## src/rtl/rxs_pkg.sv

```systemverilog
package rxs_pkg;

    typedef struct packed {
        logic brk;
        logic ferr;
        logic perr;
    } rx_flags_t;

    typedef enum logic [1:0] {
        GATE_IDLE = 2'd0,
        GATE_REQ  = 2'd1,
        GATE_ERR  = 2'd2
    } gate_state_e;

    function automatic int unsigned trig_level(input logic [1:0] sel);
        unique case (sel)
            2'd0:    return 1;
            2'd1:    return 8;
            2'd2:    return 16;
            default: return 32;
        endcase
    endfunction

endpackage

```

## src/rtl/rxs_fifo.sv

```systemverilog
module rxs_fifo
    import rxs_pkg::*;
#(
    parameter int DEPTH  = 64,
    parameter int DATA_W = 8,
    localparam int PTR_W = $clog2(DEPTH),
    localparam int CNT_W = PTR_W + 1
) (
    input  logic              clk,
    input  logic              rst_n,
    input  logic              push_req,
    input  logic [DATA_W-1:0] push_data,
    input  rx_flags_t         push_flags,
    input  logic              pop_req,
    input  logic              cap_one,
    output logic [DATA_W-1:0] head_data,
    output rx_flags_t         head_flags,
    output logic [CNT_W-1:0]  level,
    output logic              full,
    output logic              push_ok,
    output logic              pop_ok
);
    localparam int ENT_W = DATA_W + $bits(rx_flags_t);

    logic [ENT_W-1:0] mem [DEPTH];
    logic [PTR_W-1:0] wr_ptr, rd_ptr;

    function automatic logic [PTR_W-1:0] ptr_next(input logic [PTR_W-1:0] p);
        return (p == PTR_W'(DEPTH - 1)) ? '0 : p + 1'b1;
    endfunction

    assign full    = cap_one ? (level != '0) : (level == CNT_W'(DEPTH));
    assign pop_ok  = pop_req && (level != '0);
    assign push_ok = push_req && (!full || pop_ok);

    assign {head_flags, head_data} = mem[rd_ptr];

    always_ff @(posedge clk) begin
        if (push_ok) begin
            mem[wr_ptr] <= {push_flags, push_data};
        end
    end

    always_ff @(posedge clk or negedge rst_n) begin
        if (!rst_n) begin
            wr_ptr <= '0;
            rd_ptr <= '0;
            level  <= '0;
        end else begin
            if (push_ok) wr_ptr <= ptr_next(wr_ptr);
            if (pop_ok)  rd_ptr <= ptr_next(rd_ptr);
            unique case ({push_ok, pop_ok})
                2'b10:   level <= level + 1'b1;
                2'b01:   level <= level - 1'b1;
                default: level <= level;
            endcase
        end
    end

endmodule

```

## src/rtl/rxs_errcnt.sv

```systemverilog
module rxs_errcnt
    import rxs_pkg::*;
#(
    parameter int DEPTH = 64,
    localparam int CNT_W = $clog2(DEPTH) + 1
) (
    input  logic      clk,
    input  logic      rst_n,
    input  logic      push_ok,
    input  rx_flags_t push_flags,
    input  logic      pop_ok,
    input  rx_flags_t head_flags,
    output logic      any_err
);
    logic [CNT_W-1:0] bad_cnt;
    logic             inc, dec;

    assign inc     = push_ok && (push_flags != '0);
    assign dec     = pop_ok && (head_flags != '0);
    assign any_err = (bad_cnt != '0);

    always_ff @(posedge clk or negedge rst_n) begin
        if (!rst_n) begin
            bad_cnt <= '0;
        end else begin
            unique case ({inc, dec})
                2'b10:   bad_cnt <= bad_cnt + 1'b1;
                2'b01:   bad_cnt <= bad_cnt - 1'b1;
                default: bad_cnt <= bad_cnt;
            endcase
        end
    end

endmodule

```

## src/rtl/rxs_gate_fsm.sv

```systemverilog
module rxs_gate_fsm
    import rxs_pkg::*;
(
    input  logic clk,
    input  logic rst_n,
    input  logic dma_en,
    input  logic fifo_err,
    input  logic at_trigger,
    output logic dma_req,
    output logic err_irq
);
    gate_state_e state_q, state_d;

    always_ff @(posedge clk or negedge rst_n) begin
        if (!rst_n) state_q <= GATE_IDLE;
        else        state_q <= state_d;
    end

    always_comb begin
        state_d = GATE_IDLE;
        unique case (state_q)
            GATE_IDLE, GATE_REQ, GATE_ERR: begin
                if (!dma_en)         state_d = GATE_IDLE;
                else if (fifo_err)   state_d = GATE_ERR;
                else if (at_trigger) state_d = GATE_REQ;
                else                 state_d = GATE_IDLE;
            end
            default: state_d = GATE_IDLE;
        endcase
    end

    always_comb begin
        dma_req = 1'b0;
        err_irq = 1'b0;
        unique case (state_q)
            GATE_REQ: dma_req = 1'b1;
            GATE_ERR: err_irq = 1'b1;
            default:  ;
        endcase
    end

endmodule

```

## src/rtl/uart_rx_status.sv

```systemverilog
module uart_rx_status
    import rxs_pkg::*;
#(
    parameter int DEPTH  = 64,
    parameter int DATA_W = 8,
    localparam int CNT_W = $clog2(DEPTH) + 1
) (
    input  logic              clk,
    input  logic              rst_n,
    input  logic              push_valid,
    input  logic [DATA_W-1:0] push_data,
    input  logic              push_perr,
    input  logic              push_ferr,
    input  logic              push_brk,
    input  logic              pop,
    output logic [DATA_W-1:0] pop_data,
    input  logic              fifo_mode,
    input  logic              dma_en,
    input  logic [1:0]        trig_sel,
    input  logic              tx_hold_busy,
    input  logic              tx_shift_busy,
    input  logic              lsr_rd,
    output logic [7:0]        lsr_data,
    output logic              rx_dma_req,
    output logic              err_irq
);
    rx_flags_t        in_flags, head_flags;
    logic [CNT_W-1:0] level, thr;
    logic             fifo_full, push_ok, pop_ok, any_err, fifo_err, overrun;

    assign in_flags = '{brk: push_brk, ferr: push_ferr, perr: push_perr};

    rxs_fifo #(.DEPTH(DEPTH), .DATA_W(DATA_W)) u_fifo (
        .clk        (clk),
        .rst_n      (rst_n),
        .push_req   (push_valid),
        .push_data  (push_data),
        .push_flags (in_flags),
        .pop_req    (pop),
        .cap_one    (!fifo_mode),
        .head_data  (pop_data),
        .head_flags (head_flags),
        .level      (level),
        .full       (fifo_full),
        .push_ok    (push_ok),
        .pop_ok     (pop_ok)
    );

    rxs_errcnt #(.DEPTH(DEPTH)) u_errcnt (
        .clk        (clk),
        .rst_n      (rst_n),
        .push_ok    (push_ok),
        .push_flags (in_flags),
        .pop_ok     (pop_ok),
        .head_flags (head_flags),
        .any_err    (any_err)
    );

    assign fifo_err = fifo_mode && any_err;
    assign thr      = fifo_mode ? CNT_W'(trig_level(trig_sel)) : CNT_W'(1);

    rxs_gate_fsm u_gate (
        .clk        (clk),
        .rst_n      (rst_n),
        .dma_en     (dma_en),
        .fifo_err   (fifo_err),
        .at_trigger (level >= thr),
        .dma_req    (rx_dma_req),
        .err_irq    (err_irq)
    );

    always_ff @(posedge clk or negedge rst_n) begin
        if (!rst_n)                        overrun <= 1'b0;
        else if (push_valid && !push_ok)   overrun <= 1'b1;
        else if (lsr_rd)                   overrun <= 1'b0;
    end

    always_comb begin
        lsr_data    = '0;
        lsr_data[7] = fifo_err;
        lsr_data[6] = !tx_hold_busy && !tx_shift_busy;
        lsr_data[5] = !tx_hold_busy;
        if (level != '0) begin
            lsr_data[4] = head_flags.brk;
            lsr_data[3] = head_flags.ferr;
            lsr_data[2] = head_flags.perr;
            lsr_data[0] = 1'b1;
        end
        lsr_data[1] = overrun;
    end

endmodule

```

## config.mk

```make
export PLATFORM = sky130hd
export DESIGN_NAME = uart_rx_status
export DESIGN_NICKNAME = d
export VERILOG_FILES = /design/src/rtl/rxs_pkg.sv /design/src/rtl/rxs_fifo.sv /design/src/rtl/rxs_errcnt.sv /design/src/rtl/rxs_gate_fsm.sv /design/src/rtl/uart_rx_status.sv
export SDC_FILE = /design/constraint.sdc
export NUM_CORES = 1
export LEC_CHECK = 0
export ABC_AREA = 1
export BUFFER_PORTS_ARGS = -buffer_cell sky130_fd_sc_hd__buf_2
export CAP_MARGIN = 20
export CORE_ASPECT_RATIO = 0.6
export CORE_MARGIN = 1
export CORE_UTILIZATION = 45
export CTS_CLUSTER_DIAMETER = 80
export DETAILED_ROUTE_END_ITERATION = 8
export RECOVER_POWER = 25
export SLEW_MARGIN = 20
export SYNTH_ARGS = -nofsm -noshare
export SYNTH_HDL_FRONTEND = slang
export SYNTH_SLANG_ARGS = --single-unit
```

## constraint.sdc

```tcl
create_clock -name clk -period 4.3 [get_ports clk]
set_input_delay 0.645 -clock clk [delete_from_list [all_inputs] [get_ports clk]]
set_output_delay 0.645 -clock clk [all_outputs]
set_load 0.02 [all_outputs]
```

Word level (Yosys, flattened, before mapping). Memory sizes are Yosys's and may differ from the RTL's. Index checks and enable logic that the tools add are counted.

Add/subtract/negate cells: 6. Magnitude comparators: 1. Eq/ne operators: 11. Muxes and demuxes: 19. Reduce and logical (&&, ||, !) cells: 22.

Operators with widths (number): $pmux 7 s2 (2); $pmux 6 s3 (1); $add 7x1->7 const B (2); $reduce_bool 7->1 (2); $sub 7x1->7 const B (2); $add 6x1->6 const B (2); $eq 6x6->1 const B (2); $mux 6 (2); $mux 1 (9); $eq 2x1->1 const B (4); $eq 2x2->1 const B (4); $eq 7x7->1 const B (1); $ge 7x7->1 (1); $logic_and 1x1->1 (7); $mux 7 (1); $mux 2 (3); $reduce_bool 2->1 (3); $reduce_bool 3->1 (2); $logic_not 1->1 (4); $logic_not 2->1 (2); $mux 3 (1); $reduce_or 3->1 (1); $logic_or 1x1->1 (1).

Register bits: 29. Memory bits (writable): 704. Bits of input ports: 22. Output and inout bits: 18. Logic and storage cells: 66. Memories kept: 1.

Memories: u_fifo.mem (words 64, bits a word 11, read ports 1, clocked after Yosys merged registers in 0, write ports 1, line rxs_fifo.sv:25) `logic [ENT_W-1:0] mem [DEPTH];`.

Depth between registers and ports, before layout.
Depth in word-level cells: 8. Depth in mapped cells: 29. Gate-level depth less buffers: 27.

Cells and area by module. Synthesis repeated with hierarchy kept, for this count alone.

Cell total of the unflattened synthesis: 3154. Area, all modules: 32193.4 µm².

Modules (own cells, without submodules): rxs_fifo (times used 1, cells each 2993, area each 31192.4 µm², seq. area each 21615.7 µm²); rxs_errcnt (times used 1, cells each 98, area each 643.1 µm², seq. area each 175.2 µm²); uart_rx_status (times used 1, cells each 50, area each 262.8 µm², seq. area each 25.0 µm²); rxs_gate_fsm (times used 1, cells each 13, area each 95.1 µm², seq. area each 50.0 µm²).

Worst setup path after synthesis. Ideal clock, no wire load.

Kind: register to register. From: reg u_fifo.rd_ptr[0]. To: reg u_errcnt.bad_cnt[6]. Arrival: 2.931 ns. Data required time: 4.172 ns. Slack: 1.241 ns. Stages on the path, launching flop included: 28. Buffers on the path: 4. Period minus slack after synthesis: 3.059 ns. Cells stage by stage: dfrtp_1 > buf_6 > buf_6 > buf_6 > buf_6 > nand2_1 > nand3_1 > nand3_1 > nand2_1 > nor2_1 > nor2_1 > nor2_1 > nor2_1 > nand3_1 > nand2_1 > inv_1 > ha_1 > inv_1 > fa_1 > inv_1 > nand3_1 > nand2_1 > nand2_1 > nand2_1 > a21oi_1 > o21ai_0 > a21oi_1 > xor2_1.

Longest elaborated chain between the ends: 5. Elaborated cells between the ends (all ways): 7. Classes of those cells: eq/ne (2); mux (1); reduce/logical (3); memory (1).

RTL lines: start, declared (line rxs_fifo.sv:26) `logic [PTR_W-1:0] wr_ptr, rd_ptr;`; start signal, assigned (line rxs_fifo.sv:51) `if (pop_ok) rd_ptr <= ptr_next(rd_ptr);`; $mem_v2 64x11 *; $reduce_bool 3->1 * (line rxs_errcnt.sv:19) `assign dec = pop_ok && (head_flags != '0);`; $logic_and 1x1->1 * (line rxs_errcnt.sv:19); $eq 2x1->1 or $eq 2x2->1 (tied branches) (line rxs_errcnt.sv:26) `unique case ({inc, dec})`; $pmux 7 s2 or $reduce_bool 2->1 (tied branches); end signal, assigned (line rxs_errcnt.sv:27) `2'b10: bad_cnt <= bad_cnt + 1'b1;`; end signal, assigned (line rxs_errcnt.sv:28) `2'b01: bad_cnt <= bad_cnt - 1'b1;`; end signal, assigned (line rxs_errcnt.sv:29) `default: bad_cnt <= bad_cnt;`; end, declared (line rxs_errcnt.sv:15) `logic [CNT_W-1:0] bad_cnt;`.

Every way passes the cells marked *; elsewhere a longest branch is shown, timed or not. A chain may end at the register's enable or synchronous reset.

Worst setup path after layout.
From: reg u_fifo.rd_ptr[1]. To: out pop_data[4].

Longest elaborated chain between the ends: 1.

RTL lines: $mem_v2 64x11; end, declared (line uart_rx_status.sv:16) `output logic [DATA_W-1:0] pop_data,`.

Every way passes these cells.

==> metrics.txt <==
startpoint types register; Slew Limit Fails approximately 320; hold path endpoint overrun; Mapped Area 0.03009 mm²; XOR/XNOR Fraction of Synth Area 0.2911%; PortBufs 39; DRT Wirelength 80.27 mm; all-layer global routing usage between 20% and 30%; Initial DRC Count 2394; peak supply drop a little under 0.0006 V; nets@finish 2584; Async S/R FF share, synth under 10%; adder-cell share of the synthesized area less than 1%; sequential area share after synthesis 72.67%; CP Data Arrival Time 3.51 ns; die height 202.3 µm; Power Density 661.7 mW/mm²; vias in the first global route ~19000; CTS H-tree lvls 3; Switching Fraction 37.56%; Netlist cell types 40; I/O Pins 40; first-pass GRT wire length 122.0 mm; Setup crit end kind primary output; core area 0.06613 mm²; CTS tree yes; grt met2 use around a third; switching power roughly 8.5 mW; FP Rows 73; hold buffer count at CTS 0; DRC viols 0; clock sink count 733; GR Util met3 5.497%; GR peak layer met1; layout overhead on the synthesized area 13.14%; drt wl/cell 22.93 µm; antenna violations before repair 0; ANT nets after route 0; RSZ-0062 raised after global routing no; Rel. slew slack -144.0%; leading cell type in the layout, fill and taps excluded edfxtp_1; skew final 0.02070 ns; dominant synthesized flop cell edfxtp_1; Syn Area/Cell 12.22 µm²; drt pass-1 iters 6; pre-CTS WS 0.3699 ns; Via density 5.697; layout cell share with drive strength beyond 1 10.62%; most frequent cells in the layout 704 x edfxtp_1, 453 x nor2_1, 337 x nand2_1; largest net degree at the start of global routing 113; Worst Path Required 3.65 ns; r2r startpoint u_fifo.rd_ptr[1]; Worst Max-Slew Pin Slew 3.661 ns; Max Cap Viol 6; clock slew at reported path FFs ~0.06 ns; Max Fclk around 0.24 GHz; post-synthesis mux area share 0%; failing checks capacitance limit, slew limit; Synthesis Warnings 0; CP Class reg -> out; worst setup margin 0.1485 ns; Final Setup Violations 0; vias 19940; period utilization 96.55%; met1 Use GR 37.47%; die width between 300 and 400 µm; Syn Nets 2504; total negative setup slack 0 ns; Final Hold Viols 0; Synth Instances between 2000 and 2500; register bit total from synthesis approximately 730; main combinational cell family by area after synthesis simple AND/OR/NAND/NOR gates; Reg2Reg Capture Point u_errcnt.bad_cnt[6]; largest fanout on the critical path 94; Seq pwr share between 30% and 40%; flop-to-flop setup slack 0.35 ns; Logic pwr share 34.7%; Clock Tree Buf Depth 3; Clock Latency Late Sink about 0.61 ns; minimum clock period 4.151 ns; hold depth 2; number of synthesized flops with an enable pin 704; dpl hpwl 48.11 mm; min-delay src lsr_rd; Reg2Reg Depth 25; Clk Tree Root Cell clkbuf_16; run status complete, but fails checks; internal power 14.06 mW; Static Leak approximately 12 nW; placer congestion estimate 0.8941; Total Die Area around 0.068 mm²; area share of and/or/nand/nor cells after synthesis approximately an eighth; clock network fraction of total power 27.9%; # diodes 0; Initial Util a little under half; total gr overflow 0; Finished Core Util around 51%; worst min path class in -> reg; compound-gate portion of the synthesized area approximately a tenth; CTS Buf Count 69
[sequential cells by signal (all words and copies together) (netlist names)]
signal	flops
overrun	1
u_gate.state_q	2
u_fifo.mem	704
u_fifo.wr_ptr	6
u_fifo.level	7
u_errcnt.bad_cnt	7
u_fifo.rd_ptr	6
[worst max-delay path by stage]
stage                     startpoint                   to  slack, ns  cells after the start
global route        u_fifo.rd_ptr[1]  u_errcnt.bad_cnt[6]       0.04                     25
CTS                 u_fifo.rd_ptr[1]          pop_data[6]       0.12                      9
global placement    u_fifo.rd_ptr[0]  u_errcnt.bad_cnt[6]       0.40                     28
floorplan           u_fifo.rd_ptr[0]  u_errcnt.bad_cnt[6]       1.24                     27
finish              u_fifo.rd_ptr[1]          pop_data[4]       0.15                     10
detailed placement  u_fifo.rd_ptr[0]  u_errcnt.bad_cnt[6]       0.37                     26
[what timing repair did]
item                                    in CTS  in global routing
endpoints found under the setup margin       0                  3
resized for setup                            0                  4
setup buffers                                0                  0
[critical path, stage by stage, from the launching register on]
cell      delay, ns
dfrtp_4        0.57
buf_16         0.29
buf_4          0.36
nor2_1         0.07
o21ai_0        0.08
o211ai_1       0.11
o211ai_1       0.14
nand4_1        0.31
nand3_1        0.43
nand3_1        0.20
buf_2          0.21
[routing by layer]
metal / part of all wire (%) / wire [µm]
met1: 45 / 36280
met2: 43 / 34310
met3: 10 / 8227
met4: 1.8 / 1450
met5: 0 / 0
[layout make-up]
type | instances | area, µm²
Clock buffer | 77 | 1821
Timing Repair Buffer | 157 | 1257
Multi-Input combinational cell | 1494 | 7136
Tap cell | 900 | 1126
Sequential cell | 733 | 21870
Fill cell | 5671 | 32090
Inverter | 88 | 340.3
Clock inverter | 51 | 488.0
[cells in the mapped netlist, types with 3 or more instances]
master | n | area [µm²]
a21oi_1 | 26 | 130.1
and3_1 | 3 | 18.77
buf_1 | 6 | 22.52
buf_2 | 56 | 280.3
buf_4 | 17 | 127.6
buf_6 | 12 | 135.1
clkbuf_1 | 57 | 214.0
dfrtp_1 | 29 | 725.7
edfxtp_1 | 704 | 21140
ha_1 | 17 | 212.7
inv_1 | 82 | 307.8
inv_2 | 4 | 15.01
nand2_1 | 337 | 1265
nand2_2 | 4 | 25.02
nand3_1 | 131 | 655.6
nand4_1 | 20 | 125.1
nand4_4 | 3 | 63.81
nor2_1 | 455 | 1708
o211ai_1 | 28 | 210.2
o21ai_0 | 308 | 1541
o21ai_1 | 18 | 90.09
o221ai_1 | 37 | 324.1
o22ai_1 | 75 | 469.2
or2_2 | 3 | 18.77
xor2_1 | 9 | 78.83
[power by group through the flow]
stage / Combinational, mW / Sequential, mW / Clock [mW]
final: 7.82 / 8.41 / 6.29
after global routing: 8.55 / 8.44 / 6.66
after CTS: 7.74 / 8.39 / 6.39
after detailed placement: 7.70 / 8.54 / 0
after global placement: 7.60 / 8.53 / 0
after floorplan: 5.00 / 8.44 / 0
[cell families after synthesis]
| group | count (synthesis) |
|---|---|
| AOI/OAI and AO/OA | 500 |
| xor gates and xnor gates | 10 |
| adders and majority gates | 19 |
| DFF | 733 |
| and+or+nand+nor | 965 |
| buffers and inverters | 236 |
[through the flow]
step | total power, mW | instance area, µm² | hold WS, ns | cells
after global routing | 23.65 | 34040 | 0.2343 | 3500
after detailed placement | 16.25 | 31740 | 0.4620 | 3372
after floorplan | 13.44 | 30090 | 0.3494 | 2463
after CTS | 22.52 | 34050 | 0.1148 | 3500
final | 22.52 | 34040 | 0.2393 | 3500
after global placement | 16.13 | 31740 | 0.4756 | 3372
No activity file was read; power rests on OpenSTA's default activity.
